--- config.mk ---
export PLATFORM = sky130hd
export DESIGN_NAME = bmu_merge_unit
export DESIGN_NICKNAME = d
export VERILOG_FILES = /design/src/rtl/bmu_pkg.sv /design/src/rtl/bmu_mask_gen.sv /design/src/rtl/bmu_merge_core.sv /design/src/rtl/bmu_merge_unit.sv
export SDC_FILE = /design/constraint.sdc
export NUM_CORES = 1
export LEC_CHECK = 0
export CAP_MARGIN = 20
export CORE_MARGIN = 8
export CORE_UTILIZATION = 42
export CTS_CLUSTER_SIZE = 24
export DETAILED_ROUTE_END_ITERATION = 16
export MAX_ROUTING_LAYER = met4
export PLACE_DENSITY = 0.82
export SLEW_MARGIN = 20
export SYNTH_ARGS = -nofsm -noshare
export SYNTH_HDL_FRONTEND = slang
export SYNTH_HIERARCHICAL = 1
export SYNTH_SLANG_ARGS = --single-unit
--- constraint.sdc ---
create_clock -name clk -period 2.65 [get_ports clk]
set_input_delay 0.6625 -clock clk [delete_from_list [all_inputs] [get_ports clk]]
set_output_delay 0.6625 -clock clk [all_outputs]
set_load 0.01 [all_outputs]
--- src/rtl/bmu_pkg.sv ---
package bmu_pkg;
  typedef enum logic [1:0] {
    OP_MERGE  = 2'b00,
    OP_SPLICE = 2'b01,
    OP_INVMRG = 2'b10,
    OP_RSVD   = 2'b11
  } bmu_op_e;
endpackage

--- src/rtl/bmu_mask_gen.sv ---
module bmu_mask_gen #(
  parameter int DATA_W = 32
) (
  input  logic              use_count,
  input  logic [DATA_W-1:0] operand,
  output logic [DATA_W-1:0] mask
);
  logic [DATA_W-1:0] low_field;

  // Bit i is set when the unsigned count exceeds i; counts >= DATA_W saturate.
  for (genvar i = 0; i < DATA_W; i++) begin : g_field
    assign low_field[i] = (operand > DATA_W'(i));
  end

  assign mask = use_count ? low_field : operand;
endmodule

--- src/rtl/bmu_merge_core.sv ---
module bmu_merge_core
  import bmu_pkg::*;
#(
  parameter int DATA_W = 32
) (
  input  bmu_op_e           op,
  input  logic [DATA_W-1:0] dst,
  input  logic [DATA_W-1:0] src,
  input  logic [DATA_W-1:0] mask,
  output logic [DATA_W-1:0] merged
);
  always_comb begin
    unique case (op)
      OP_MERGE, OP_SPLICE: merged = (dst & ~mask) | (src & mask);
      OP_INVMRG:           merged = (dst & mask) | (src & ~mask);
      default:             merged = dst;
    endcase
  end
endmodule

--- src/rtl/bmu_merge_unit.sv ---
module bmu_merge_unit
  import bmu_pkg::*;
#(
  parameter int DATA_W = 32
) (
  input  logic              clk,
  input  logic              rst,
  input  logic              in_valid,
  input  logic [1:0]        op,
  input  logic [DATA_W-1:0] dst,
  input  logic [DATA_W-1:0] src,
  input  logic [DATA_W-1:0] msk,
  output logic [DATA_W-1:0] res,
  output logic              out_valid
);
  bmu_op_e           op_q;
  logic [DATA_W-1:0] mask_w;
  logic [DATA_W-1:0] merged_w;

  assign op_q = bmu_op_e'(op);

  bmu_mask_gen #(.DATA_W(DATA_W)) u_mask (
    .use_count (op_q == OP_SPLICE),
    .operand   (msk),
    .mask      (mask_w)
  );

  bmu_merge_core #(.DATA_W(DATA_W)) u_core (
    .op     (op_q),
    .dst    (dst),
    .src    (src),
    .mask   (mask_w),
    .merged (merged_w)
  );

  always_ff @(posedge clk) begin
    if (rst) begin
      res       <= '0;
      out_valid <= 1'b0;
    end else begin
      out_valid <= in_valid;
      if (in_valid) res <= merged_w;
    end
  end
endmodule

==> summary.md, run 1 <==
| Metric | Value |
|---|---|
| Outcome | `completed` |
| Sequential share of the synthesized area | `a little under a quarter` |
| Critical path type | `in2reg` |
| Critical-path cell list | `dlygate4sd2_1 -> nor3_2 -> buf_4 -> and3_4 -> buf_4 -> a2111oi_4 -> a211oi_2 -> nor2_1 -> mux2i_1 -> mux2_1 -> mux2i_1 -> nor2_1` |
| DR vias/cell | `~5.3` |
| Critical Path RT | `around 2.8 ns` |
| Ports | `134` |
| Initial antenna violation count | `0` |
| Final hold violation count | `0` |
| CTS max path bufs | `2` |
| Slew headroom | `roughly 65%` |
| Synth Net Count | `approximately 440` |
| TritonCTS Buffers | `5` |
| Mean post-synth cell area | `approximately 8.4 µm²` |
| Cell area after layout | `about 0.0046 mm²` |
| Routability congestion estimate | `slightly above 0.9` |
| Crit path time final | `around 2.5 ns` |
| WL final | `about 9700 µm` |
| CTS root buf | `clkbuf_8` |
| Crit start category | `input pin` |
| Initial Util | `42.7%` |
| Routed len/inst | `approximately 17 µm` |
| All-Layer GR Usage | `approximately a fifth` |
| Die width | `slightly below 100 µm` |
| Cell Area, Synth | `around 0.0028 mm²` |
| Gr ovfl total | `0` |
| Vias after detailed routing | `between 3,000 and 4,000` |
| Layout cells sized above 1 | `between 15 and 20%` |
| H-tree depth | `2` |
| Crit path max fanout | `4` |
| DIE AREA | `a little under 0.01 mm²` |
| Least-Margin Pin Slew | `0.532 ns` |
| Final period utilization | `between 90% and 100%` |
| Commonest non-fill, non-tap cell in the layout | `clkdlybuf4s50_1` |
| Total power draw | `about 0.0015 W` |
| Layout area overhead | `60.7%` |
| Synth area leaders | `dfxtp_1, mux2i_1, nor2_1` |
| Top cell type's share of synthesized area | `23.3%` |
| Synth unique cells | `35` |
| N_diodes | `0` |
| Antenna Violating Nets Remaining | `0` |
| Fin Hold WS | `0.497 ns` |
| Critical Path End Type | `flop` |
| Final setup fails | `0` |
| Leakage power | `~2.0 nW` |
| Number of max-cap violations | `0` |
| Largest net degree at the start of global routing | `33` |
| Max stage delay on crit path | `between 0.3 and 0.4 ns` |
| RSZ-0062 raised after global routing | `true` |
| Clock sink total | `33` |
| Final slew viol count | `0` |
| VDD IR max | `0.237 mV` |
| Setup TNS | `0 ns` |
| Dpl hpwl | `between 7000 and 8000 µm` |
| CTS clock-pin slew for the worst setup and hold paths | `~0.07 ns` |
| CTS tree | `yes` |
| Worst EP arrival | `2.71 ns` |
| Vias in the first global route | `about 3,200` |
| Hold buffer count at CTS | `0` |
| Buffers added on ports | `roughly 130` |
| Pwr dens | `approximately 330 mW/mm²` |
| Area leader, netlist | `dfxtp_1` |
| Worst Clk Skew | `0 ns` |
| Hold Crit Class | `reg2reg` |
| Post-DP Area | `around 0.0044 mm²` |
| First-pass GRT wire length | `approximately 16,000 µm` |
| Die Y | `between 90 and 100 µm` |
| Rows | `30` |
| Post-route DRC | `0` |
| Initial DRC Count | `131` |
| Cell count after synthesis | `approximately 340` |
| Worst skew pair latency | `roughly 0.29 ns` |
| Ys Warns | `6` |
| Core Region | `roughly 0.0066 mm²` |
| Yosys reg bits | `33` |
| Final nets | `roughly 600` |
| CP max stage cell | `mux2_1` |
| Commonest cells after routing, fill and taps aside | `clkdlybuf4s50_1, nor2_1, mux2i_1` |
| Initial DRT Pass Iterations | `4` |
| Fmax achieved | `~390 MHz` |
==> cell type report <==
type / instances / area (µm²)
inverter: 1 / 3.75
multi-input combinational: 276 / 2060
fill: 584 / 2090
timing repair buffer: 178 / 1640
tap: 80 / 100
clock inverter: 2 / 10.0
clock buffer: 6 / 72.6
sequential: 33 / 661
==> kinds of logic after synthesis <==
kind of cell | share of synthesized area [%]
AOI/OAI and AO/OA | 9.93
and+or+nand+nor | 22.6
muxes | 35.3
buffers and inverters | 8.87
DFF | 23.3
==> metrics by stage <==
step	setup WS, ns	cells	utilization [%]
detailed placement	-0.601	563	65.5
global route	-0.0194	576	68.5
global placement	-0.470	563	65.5
CTS	-0.0228	575	67.9
floorplan	0.165	337	-
finish	0.107	576	68.5
==> flip-flops by register name, indices dropped and copies added (netlist names) <==
name       cells
out_valid      1
res           32
==> worst max-delay path, delay by kind of cell <==
family          cells  cell delay, ns
compound gates      2            0.32
simple gates        4            0.54
mux                 3            0.66
buf+inv             3            0.51
==> metal layers <==
layer	global-route usage (%)	part of all wire, %	wire length [µm]	vias up
li1	-	-	-	1507
met5	-	0	0	-
met1	23.2	43	4130	1412
met3	5.55	6.4	613	12
met4	4.37	1.2	112	0
met2	34.8	50	4790	105
==> synthesized netlist by cell type <==
| master | number |
|---|---|
| nand3_1 | 1 |
| nor4_4 | 1 |
| nor2_4 | 1 |
| nor2_1 | 100 |
| and2_1 | 1 |
| nor2_2 | 2 |
| nor3_1 | 2 |
| nand3_2 | 1 |
| and3_1 | 2 |
| or2_2 | 3 |
| buf_12 | 6 |
| dfxtp_1 | 33 |
| buf_4 | 2 |
| a21o_1 | 1 |
| and4_1 | 1 |
| a2111oi_2 | 1 |
| o21bai_1 | 2 |
| a211oi_1 | 1 |
| mux2i_1 | 64 |
| o21ai_0 | 7 |
| buf_2 | 3 |
| nor3_2 | 1 |
| nor2b_1 | 2 |
| a21oi_1 | 19 |
| inv_2 | 1 |
| nand4_4 | 1 |
| mux2_1 | 30 |
| a31oi_1 | 17 |
| nor4_2 | 6 |
| buf_6 | 5 |
| nand2_1 | 6 |
| nand2b_1 | 1 |
| mux2_2 | 2 |
| buf_1 | 1 |
| clkbuf_1 | 10 |
==> final timing paths <==
kind	start	endpoint	slack, ns	cells past startpoint
worst min-delay path	res[19]$_SDFFE_PP0P_	res[19]$_SDFFE_PP0P_	0.50	2
worst max-delay path	msk[7]	res[28]$_SDFFE_PP0P_	0.11	12
worst max register to register	res[2]$_SDFFE_PP0P_	res[2]$_SDFFE_PP0P_	2.00	2
worst min register to register	res[19]$_SDFFE_PP0P_	res[19]$_SDFFE_PP0P_	0.50	2
==> report_power, final <==
part	switching [W]	internal, W	leakage, nW	total, W
registers	0.0000190	0.000533	0.273	0.000552
clock network	0.000195	0.000182	0.0450	0.000377
logic	0.000250	0.000338	1.63	0.000588
==> timing repair <==
item,4_1_cts,5_1_grt
gates cloned,1,0
pin swaps,16,15
resized for setup,39,58
setup endpoints to repair,32,31
setup buffers,3,1
Note: power is estimated with default switching activity, not from simulation.
==> run 2: changes to the inputs <==
Settings changed: ABC_CLOCK_PERIOD_IN_PS set to 2650.
==> results of run 2 <==
Same layout as run 1: the final DEF is identical, and so are final timing and power.
